**config.mk**
```make
export PLATFORM = sky130hd
export DESIGN_NAME = card_rst_seq
export DESIGN_NICKNAME = d
export VERILOG_FILES = /design/src/rtl/crs_pkg.sv /design/src/rtl/rst_etu_counter.sv /design/src/rtl/rst_seq_fsm.sv /design/src/rtl/rst_pin_driver.sv /design/src/rtl/card_rst_seq.sv
export SDC_FILE = /design/constraint.sdc
export NUM_CORES = 1
export LEC_CHECK = 0
export ABC_AREA = 0
export CAP_MARGIN = 20
export CORE_UTILIZATION = 25
export CTS_CLUSTER_DIAMETER = 120
export DETAILED_ROUTE_END_ITERATION = 10
export DONT_BUFFER_PORTS = 1
export PLACE_DENSITY = 0.52
export SLEW_MARGIN = 10
export SYNTH_ARGS = -nofsm -noshare
export SYNTH_HDL_FRONTEND = slang
export SYNTH_SLANG_ARGS = --single-unit
```
**constraint.sdc**
```tcl
create_clock -name clk -period 2 [get_ports clk]
set_clock_uncertainty 0.15 [all_clocks]
set_input_delay 0.2 -clock clk [delete_from_list [all_inputs] [get_ports clk]]
set_output_delay 0.2 -clock clk [all_outputs]
set_load 0.01 [all_outputs]
```
**src/rtl/crs_pkg.sv**
```systemverilog
// Package: shared types for the card reset sequencer.
// Assumes nothing beyond a synthesizable 2-bit state encoding.
package crs_pkg;
    typedef enum logic [1:0] {
        ST_OFF   = 2'd0,   // supply absent
        ST_HOLD  = 2'd1,   // supply good, firmware holds reset
        ST_COUNT = 2'd2,   // counting ETU toward release
        ST_ON    = 2'd3    // reset released
    } seq_state_t;
endpackage

```
**src/rtl/rst_etu_counter.sv**
```systemverilog
// Module: ETU down-counter for the release delay.
// Loads the delay on a load strobe and steps down once per accepted tick.
// Assumes the controller never steps it without a prior load; reports when
// the count stands at one, i.e. the next step completes the delay.
module rst_etu_counter #(
    parameter int CNT_W = 8
) (
    input  logic             clk,
    input  logic             rst_n,
    input  logic             load,
    input  logic [CNT_W-1:0] load_val,
    input  logic             step,
    output logic             at_last
);
    localparam logic [CNT_W-1:0] ONE = CNT_W'(1);

    logic [CNT_W-1:0] remain_q;

    // Holds the remaining ETU count; load wins over step.
    always_ff @(posedge clk) begin
        if (!rst_n) begin
            remain_q <= '0;
        end else if (load) begin
            remain_q <= load_val;
        end else if (step) begin
            remain_q <= remain_q - ONE;
        end
    end

    // Flags the final ETU of the countdown.
    always_comb begin
        at_last = (remain_q == ONE);
    end
endmodule

```
**src/rtl/rst_seq_fsm.sv**
```systemverilog
// Module: release sequencing state machine.
// Decides each cycle whether the card is off, held, counting or released.
// Supply loss has top priority, then the firmware hold, then the sequence.
// Assumes etu_tick is a single-cycle strobe in the clk domain.
module rst_seq_fsm
    import crs_pkg::*;
(
    input  logic       clk,
    input  logic       rst_n,
    input  logic       supply_ok,
    input  logic       hold_rst,
    input  logic       etu_tick,
    input  logic       delay_zero,
    input  logic       cnt_last,
    output seq_state_t state_q,
    output logic       will_be_on,
    output logic       cnt_load,
    output logic       cnt_step
);
    seq_state_t state_d;

    // Computes the next state and the counter controls.
    always_comb begin
        state_d  = state_q;
        cnt_load = 1'b0;
        cnt_step = 1'b0;
        if (!supply_ok) begin
            state_d = ST_OFF;
        end else if (hold_rst) begin
            state_d = ST_HOLD;
        end else begin
            unique case (state_q)
                ST_OFF, ST_HOLD: begin
                    if (delay_zero) begin
                        state_d = ST_ON;
                    end else begin
                        state_d  = ST_COUNT;
                        cnt_load = 1'b1;
                    end
                end
                ST_COUNT: begin
                    if (etu_tick) begin
                        if (cnt_last) begin
                            state_d = ST_ON;
                        end else begin
                            cnt_step = 1'b1;
                        end
                    end
                end
                ST_ON: begin
                    state_d = ST_ON;
                end
                default: state_d = ST_OFF;
            endcase
        end
    end

    // Registers the sequencer state.
    always_ff @(posedge clk) begin
        if (!rst_n) begin
            state_q <= ST_OFF;
        end else begin
            state_q <= state_d;
        end
    end

    // Announces that the next state releases the card.
    always_comb begin
        will_be_on = (state_d == ST_ON);
    end
endmodule

```
**src/rtl/rst_pin_driver.sv**
```systemverilog
// Module: registered card reset pin and release strobe.
// Drives the pin from the sequencer's next-state decision so the pin and
// the strobe change on the same edge. Assumes drive_high is glitch-free
// at the clock edge (combinational from registered state and inputs).
module rst_pin_driver (
    input  logic clk,
    input  logic rst_n,
    input  logic drive_high,
    output logic pin_n,
    output logic rel_pulse
);
    // Registers the pin level and marks its rising transition.
    always_ff @(posedge clk) begin
        if (!rst_n) begin
            pin_n     <= 1'b0;
            rel_pulse <= 1'b0;
        end else begin
            pin_n     <= drive_high;
            rel_pulse <= drive_high & ~pin_n;
        end
    end
endmodule

```
**src/rtl/card_rst_seq.sv**
```systemverilog
// Module: top of the smart card reset release sequencer.
// Combines the state machine, the ETU delay counter and the pin driver.
// Assumes all inputs are synchronous to clk; delay_etu is sampled only
// when a countdown starts.
module card_rst_seq
    import crs_pkg::*;
#(
    parameter int DLY_W = 8
) (
    input  logic             clk,
    input  logic             rst_n,
    input  logic             etu_tick,
    input  logic             supply_ok,
    input  logic             hold_rst,
    input  logic [DLY_W-1:0] delay_etu,
    output logic             card_rst_n,
    output logic             release_pulse
);
    localparam int CNT_W = DLY_W;

    seq_state_t state_q;
    logic       will_be_on;
    logic       cnt_load;
    logic       cnt_step;
    logic       cnt_last;
    logic       delay_zero;

    // Detects a programmed delay of zero ETU.
    always_comb begin
        delay_zero = (delay_etu == '0);
    end

    rst_seq_fsm u_fsm (
        .clk        (clk),
        .rst_n      (rst_n),
        .supply_ok  (supply_ok),
        .hold_rst   (hold_rst),
        .etu_tick   (etu_tick),
        .delay_zero (delay_zero),
        .cnt_last   (cnt_last),
        .state_q    (state_q),
        .will_be_on (will_be_on),
        .cnt_load   (cnt_load),
        .cnt_step   (cnt_step)
    );

    rst_etu_counter #(.CNT_W(CNT_W)) u_cnt (
        .clk      (clk),
        .rst_n    (rst_n),
        .load     (cnt_load),
        .load_val (delay_etu),
        .step     (cnt_step),
        .at_last  (cnt_last)
    );

    rst_pin_driver u_pin (
        .clk        (clk),
        .rst_n      (rst_n),
        .drive_high (will_be_on),
        .pin_n      (card_rst_n),
        .rel_pulse  (release_pulse)
    );
endmodule

```
# == After elaboration in Yosys (flattened, before gate mapping) ==
# Cells that the tools add are included.
# word_totals
register_bits,12
in_bits,13
output_inout_bits,2
# op_classes
add_sub_neg,1
n_eq_ne,5
n_mux,17
n_bitwise,2
reduce_logical,4
# op_table
op,count
$mux W8,2
$mux W1,10
$eq A8 B1 Y1 const B,1
$logic_not A8 Y1,1
$mux W2,4
$sub A8 B1 Y8 const B,1
$eq A2 B2 Y1 const B,3
$pmux W2 S3,1
$eq A2 B1 Y1 const B,1
$logic_not A2 Y1,1
$reduce_bool A2 Y1,1
$reduce_or A2 Y1,1
$and A1 B1 Y1,1
$not A1 Y1,1

# == Logic depth before layout (Yosys ltp) ==
# logic_depth
depth_word,8
depth_mapped,7

# == Cells and area by module ==
# A second synthesis with hierarchy kept.
# unflattened
cells_unflattened,78
hier_area_um2,665.6
# modules_own_cells
mod,instances,cells_per_inst,area_per_inst_um2,seq_area_each_um2
rst_etu_counter,1,58,485.5,160.2
rst_seq_fsm,1,13,106.4,40.0
rst_pin_driver,1,4,55.1,40.0
card_rst_seq,1,3,18.8,0.0

# == Least setup slack after synthesis ==
# OpenSTA, ideal clock, no wires.
# synth_timing
kind,reg-to-reg
start,reg u_cnt.remain_q[0]
end,reg u_cnt.remain_q[3]
setup_time_ps,124
arrival_ps,1573
t_required_ps,1726
slack_ps,153
path_stages_with_launch,7
period_less_slack_ps,1847
path_cell_list,dfxtp_1 > ha_1 > or3b_2 > o211ai_2 > buf_6 > mux2i_1 > o22ai_1
# synth_via
elab_chain_len,7
elab_cells_between_ends,10
cone_classes,add/sub: 1; eq/ne: 1; mux: 7; reduce/logical: 1
# synth_rtl
element,line,text
"start, declared",rst_etu_counter.sv:17,logic [CNT_W-1:0] remain_q;
"start signal, assigned",rst_etu_counter.sv:24,remain_q <= load_val;
"start signal, assigned",rst_etu_counter.sv:26,remain_q <= remain_q - ONE;
$eq A8 B1 Y1,rst_etu_counter.sv:32,at_last = (remain_q == ONE);
$mux W1,rst_seq_fsm.sv:43,if (cnt_last) begin
$mux W1,rst_seq_fsm.sv:42,if (etu_tick) begin
$mux W1,rst_seq_fsm.sv:32,unique case (state_q)
$mux W1,rst_seq_fsm.sv:29,end else if (hold_rst) begin
$mux W1,rst_seq_fsm.sv:27,if (!supply_ok) begin
$reduce_bool A2 Y1 (no line),--,
# Several ways; a longest one is shown, not always the timed one. The select of a mux whose other input is x is not followed.
# A chain may end at the register's enable or synchronous reset.

# == Final worst setup path ==
# layout_timing
start,reg u_cnt.remain_q[3]
end,reg u_cnt.remain_q[6]
# The elaborated chain is that of the path after synthesis.

==> metrics.md <==
| Metric | Value |
|---|---|
| Status | completed |
| Clock network power share | 36.0% |
| Vias | 697 |
| Placed cell areas | 790 µm² |
| DPL Wire Length | 1280 µm |
| CTS max path bufs | 2 |
| RSZ-0062 raised after global routing | false |
| Full die area | 3030 µm² |
| Antenna diodes | 0 |
| Reg-to-Reg End | u_cnt.remain_q[6]$_SDFFE_PN0P_ |
| WHS Path Cells | 2 |
| Seq pwr share | 45.2% |
| Reg area | 241 µm² |
| Multi-input logic area | 433 µm² |
| Critical R2R Launch | u_cnt.remain_q[3]$_SDFFE_PN0P_ |
| Final wirelength | 1780 µm |
| Max IR drop VDD | 0.519 mV |
| Vias per cell | 5.40 |
| Placer Congestion | 0.843 |
| Synthesis warning total | 0 |
| Mean Syn Cell Area | 8.90 µm² |
| Syn_nets | 94 |
| H-tree levels | 1 |
| Final setup vio count | 0 |
| Fin crit period | 1.92 ns |
| FF-to-FF setup slack | 0.08 ns |
| Ys flop type | dfxtp_1 |
| Initial Util | 27.4% |
| Final core utilization | 36.2% |
| Largest stage delay on the critical path | 0.51 ns |
| EDFF count, synth | 0 |
| I/O Pins | 15 |
| Grt total ovfl | 0 |
| Die Wd | 55.0 µm |
| Net Sw Frac | 27.1% |
| Pwr dens | 619 nW/µm² |
| Fin nets | 115 |
| Leading cell types in the layout, fill and taps excluded | dfxtp_1, dlygate4sd3_1, inv_1, nand2_1, buf_4 |
| P_leak | 0.000383 µW |
| Worst setup path category | flop to flop |
| Max Fclk | 520 MHz |
| Clk root buf | clkbuf_4 |
| Post-synth top area cell | dfxtp_1 |
| Critical-path cell list | buf_4 -> or3_1 -> or4b_1 -> a21o_1 -> a31oi_1 |
| Sw power | 156 µW |
| CTS clock-pin slew for the worst setup and hold paths | 0.09 ns |
| Post-CTS Setup Inserts | 0 |
| Register bit count reported by yosys | 12 |
| Yosys cell types | 36 |
| Hold Vio Cnt, Final | 0 |
| WP data required | 2.06 ns |
| Syn Inst Count | 79 |
| Final Cell Area | 928 µm² |
| 1st-pass router iterations | 4 |
| Final total power | 575 µW |
| Max Cap Violations | 0 |
| CTS Sinks | 12 |
| Crit start category | flop |
| Largest net degree at the start of global routing | 9 |
| Power Internal | 419 µW |
| Vias in the first global route | 695 |
| Area growth from synthesis to layout | 32.0% |
| DRT iter0 DRCs | 12 |
| Post-synth top area share | 34.2% |
| Period utilization | 96.1% |
| Post-synthesis sequential area ratio | 34.2% |
| Min-delay src | delay_etu[2] |
| CTS Buf Count | 3 |
| CP Max Fanout | 5 |
| Crit path max-delay cell type | or4b_1 |
| Post-DRT Antenna Nets | 0 |
| Fill count | 278 |
| WHS | 0.0243 ns |
| Hold crit path type | primary input to flop |
| Post-Syn Area | 703 µm² |
| Number of antenna violations at the first check in global routing | 0 |
| Max-slew headroom | 64.0% |
| Combinational Power Share | 18.8% |
| First-pass GRT wire length | 2990 µm |
| Commonest non-fill, non-tap cell in the layout | dfxtp_1 |
| Worst R2R Path Depth | 5 |
| Core area | 2570 µm² |
| DRC | 0 |
| CP endpoint kind | flop |
| Site row count | 18 |
| Crit path DAT | 1.98 ns |
| IO Port Bufs | 0 |
| Final setup TNS | 0 ns |
| Fin. max-slew vios | 0 |
| Tot GR Track Use | 13.9% |
| Post-synth ARST share | 0% |
| Worst hold endpoint | u_cnt.remain_q[2]$_SDFFE_PN0P_ |
| Fraction of layout cells with a size suffix above 1 | 22.2% |
| CTS tree | done |
| Die Height | 55.0 µm |
| Worst-Margin Slew | 0.539 ns |
| Drt wl/cell | 13.8 µm |
| Worst-Skew Late Latency | 0.28 ns |
| Top area cells in the synthesized netlist | dfxtp_1, inv_1, nand2_1 |
state kept, by name, summed over array words and instances (netlist names):
signal and count:
u_pin.rel_pulse 1, u_cnt.remain_q 8, u_fsm.state_q 2, u_pin.pin_n 1
power groups by stage:
stage / sequential [µW] / clock [µW] / combinational, µW
2_1_floorplan: 263 / 0 / 65.7
5_1_grt: 261 / 219 / 120
4_1_cts: 259 / 204 / 105
3_5_place_dp: 264 / 0 / 88.8
3_3_place_gp: 264 / 0 / 90.5
6_report: 260 / 207 / 108
what timing repair did:
action	4_1_cts	5_1_grt
hold buffers	9	0
resized for setup	0	3
hold endpoints to repair	11	0
setup endpoints to repair	0	9
metal layers:
layer | wire length, µm | track usage, % | up-vias | part of all wire, %
li1 | - | - | 343 | -
met3 | 73 | 2.19 | 6 | 4.1
met4 | 57 | 8.33 | 0 | 3.2
met2 | 875 | 22.9 | 16 | 49
met5 | 0 | 0 | - | 0
met1 | 770 | 17.0 | 332 | 43
cell usage after synthesis (2+ instances only):
library cell,count
ha_1,2
a31oi_1,4
a21o_1,2
nand3_1,4
or3_1,4
nor4_1,2
a21oi_1,4
nand2_1,8
mux2i_1,2
inv_1,8
dfxtp_1,12
o21ai_0,2
a2bb2oi_1,2
worst max path at each step:
stage | startpoint | endpoint | slack [ns] | cells past startpoint
after global placement | u_cnt.remain_q[1]$_SDFFE_PN0P_ | u_cnt.remain_q[1]$_SDFFE_PN0P_ | 0.07 | 7
after global routing | u_cnt.remain_q[0]$_SDFFE_PN0P_ | u_cnt.remain_q[5]$_SDFFE_PN0P_ | 0.01 | 5
after detailed placement | u_cnt.remain_q[1]$_SDFFE_PN0P_ | u_cnt.remain_q[2]$_SDFFE_PN0P_ | 0.04 | 7
after CTS | u_cnt.remain_q[1]$_SDFFE_PN0P_ | u_cnt.remain_q[2]$_SDFFE_PN0P_ | 0.02 | 7
after floorplan | u_cnt.remain_q[0]$_SDFFE_PN0P_ | u_cnt.remain_q[3]$_SDFFE_PN0P_ | 0.15 | 6
final | u_cnt.remain_q[3]$_SDFFE_PN0P_ | u_cnt.remain_q[6]$_SDFFE_PN0P_ | 0.08 | 5
logic make-up (layout without fill, tap and decap cells):
kind of cell | Yosys count | in the layout | synth area share (%)
compound gates | 25 | 25 | 27.2
fa+ha+maj | 2 | 2 | 3.56
buf+inv | 9 | 29 | 5.87
flops | 12 | 12 | 34.2
mux | 2 | 2 | 2.85
simple gates | 29 | 29 | 26.3
area by class of cell:
| type | instances | area share (%) |
|---|---|---|
| inverters | 8 | 3.23 |
| repair buffers | 17 | 16.2 |
| well taps | 30 | 4.04 |
| flip-flops and latches | 12 | 26.0 |
| clock buffers | 4 | 3.91 |
| multi-input cells | 58 | 46.6 |
metrics by stage:
| stage | setup WS [ns] | cells |
|---|---|---|
| floorplan | 0.153 | 79 |
| global placement | 0.0742 | 116 |
| detailed placement | 0.0402 | 116 |
| CTS | 0.0189 | 129 |
| global route | 0.0117 | 129 |
| finish | 0.0787 | 129 |
critical path: cells and delay by family, from the launching register on:
| family | cells | cell delay (ns) |
|---|---|---|
| and+or+nand+nor | 2 | 0.89 |
| DFF | 1 | 0.34 |
| AOI/OAI and AO/OA | 2 | 0.31 |
| buffers and inverters | 1 | 0.15 |
(Power assumes the default switching activity.)
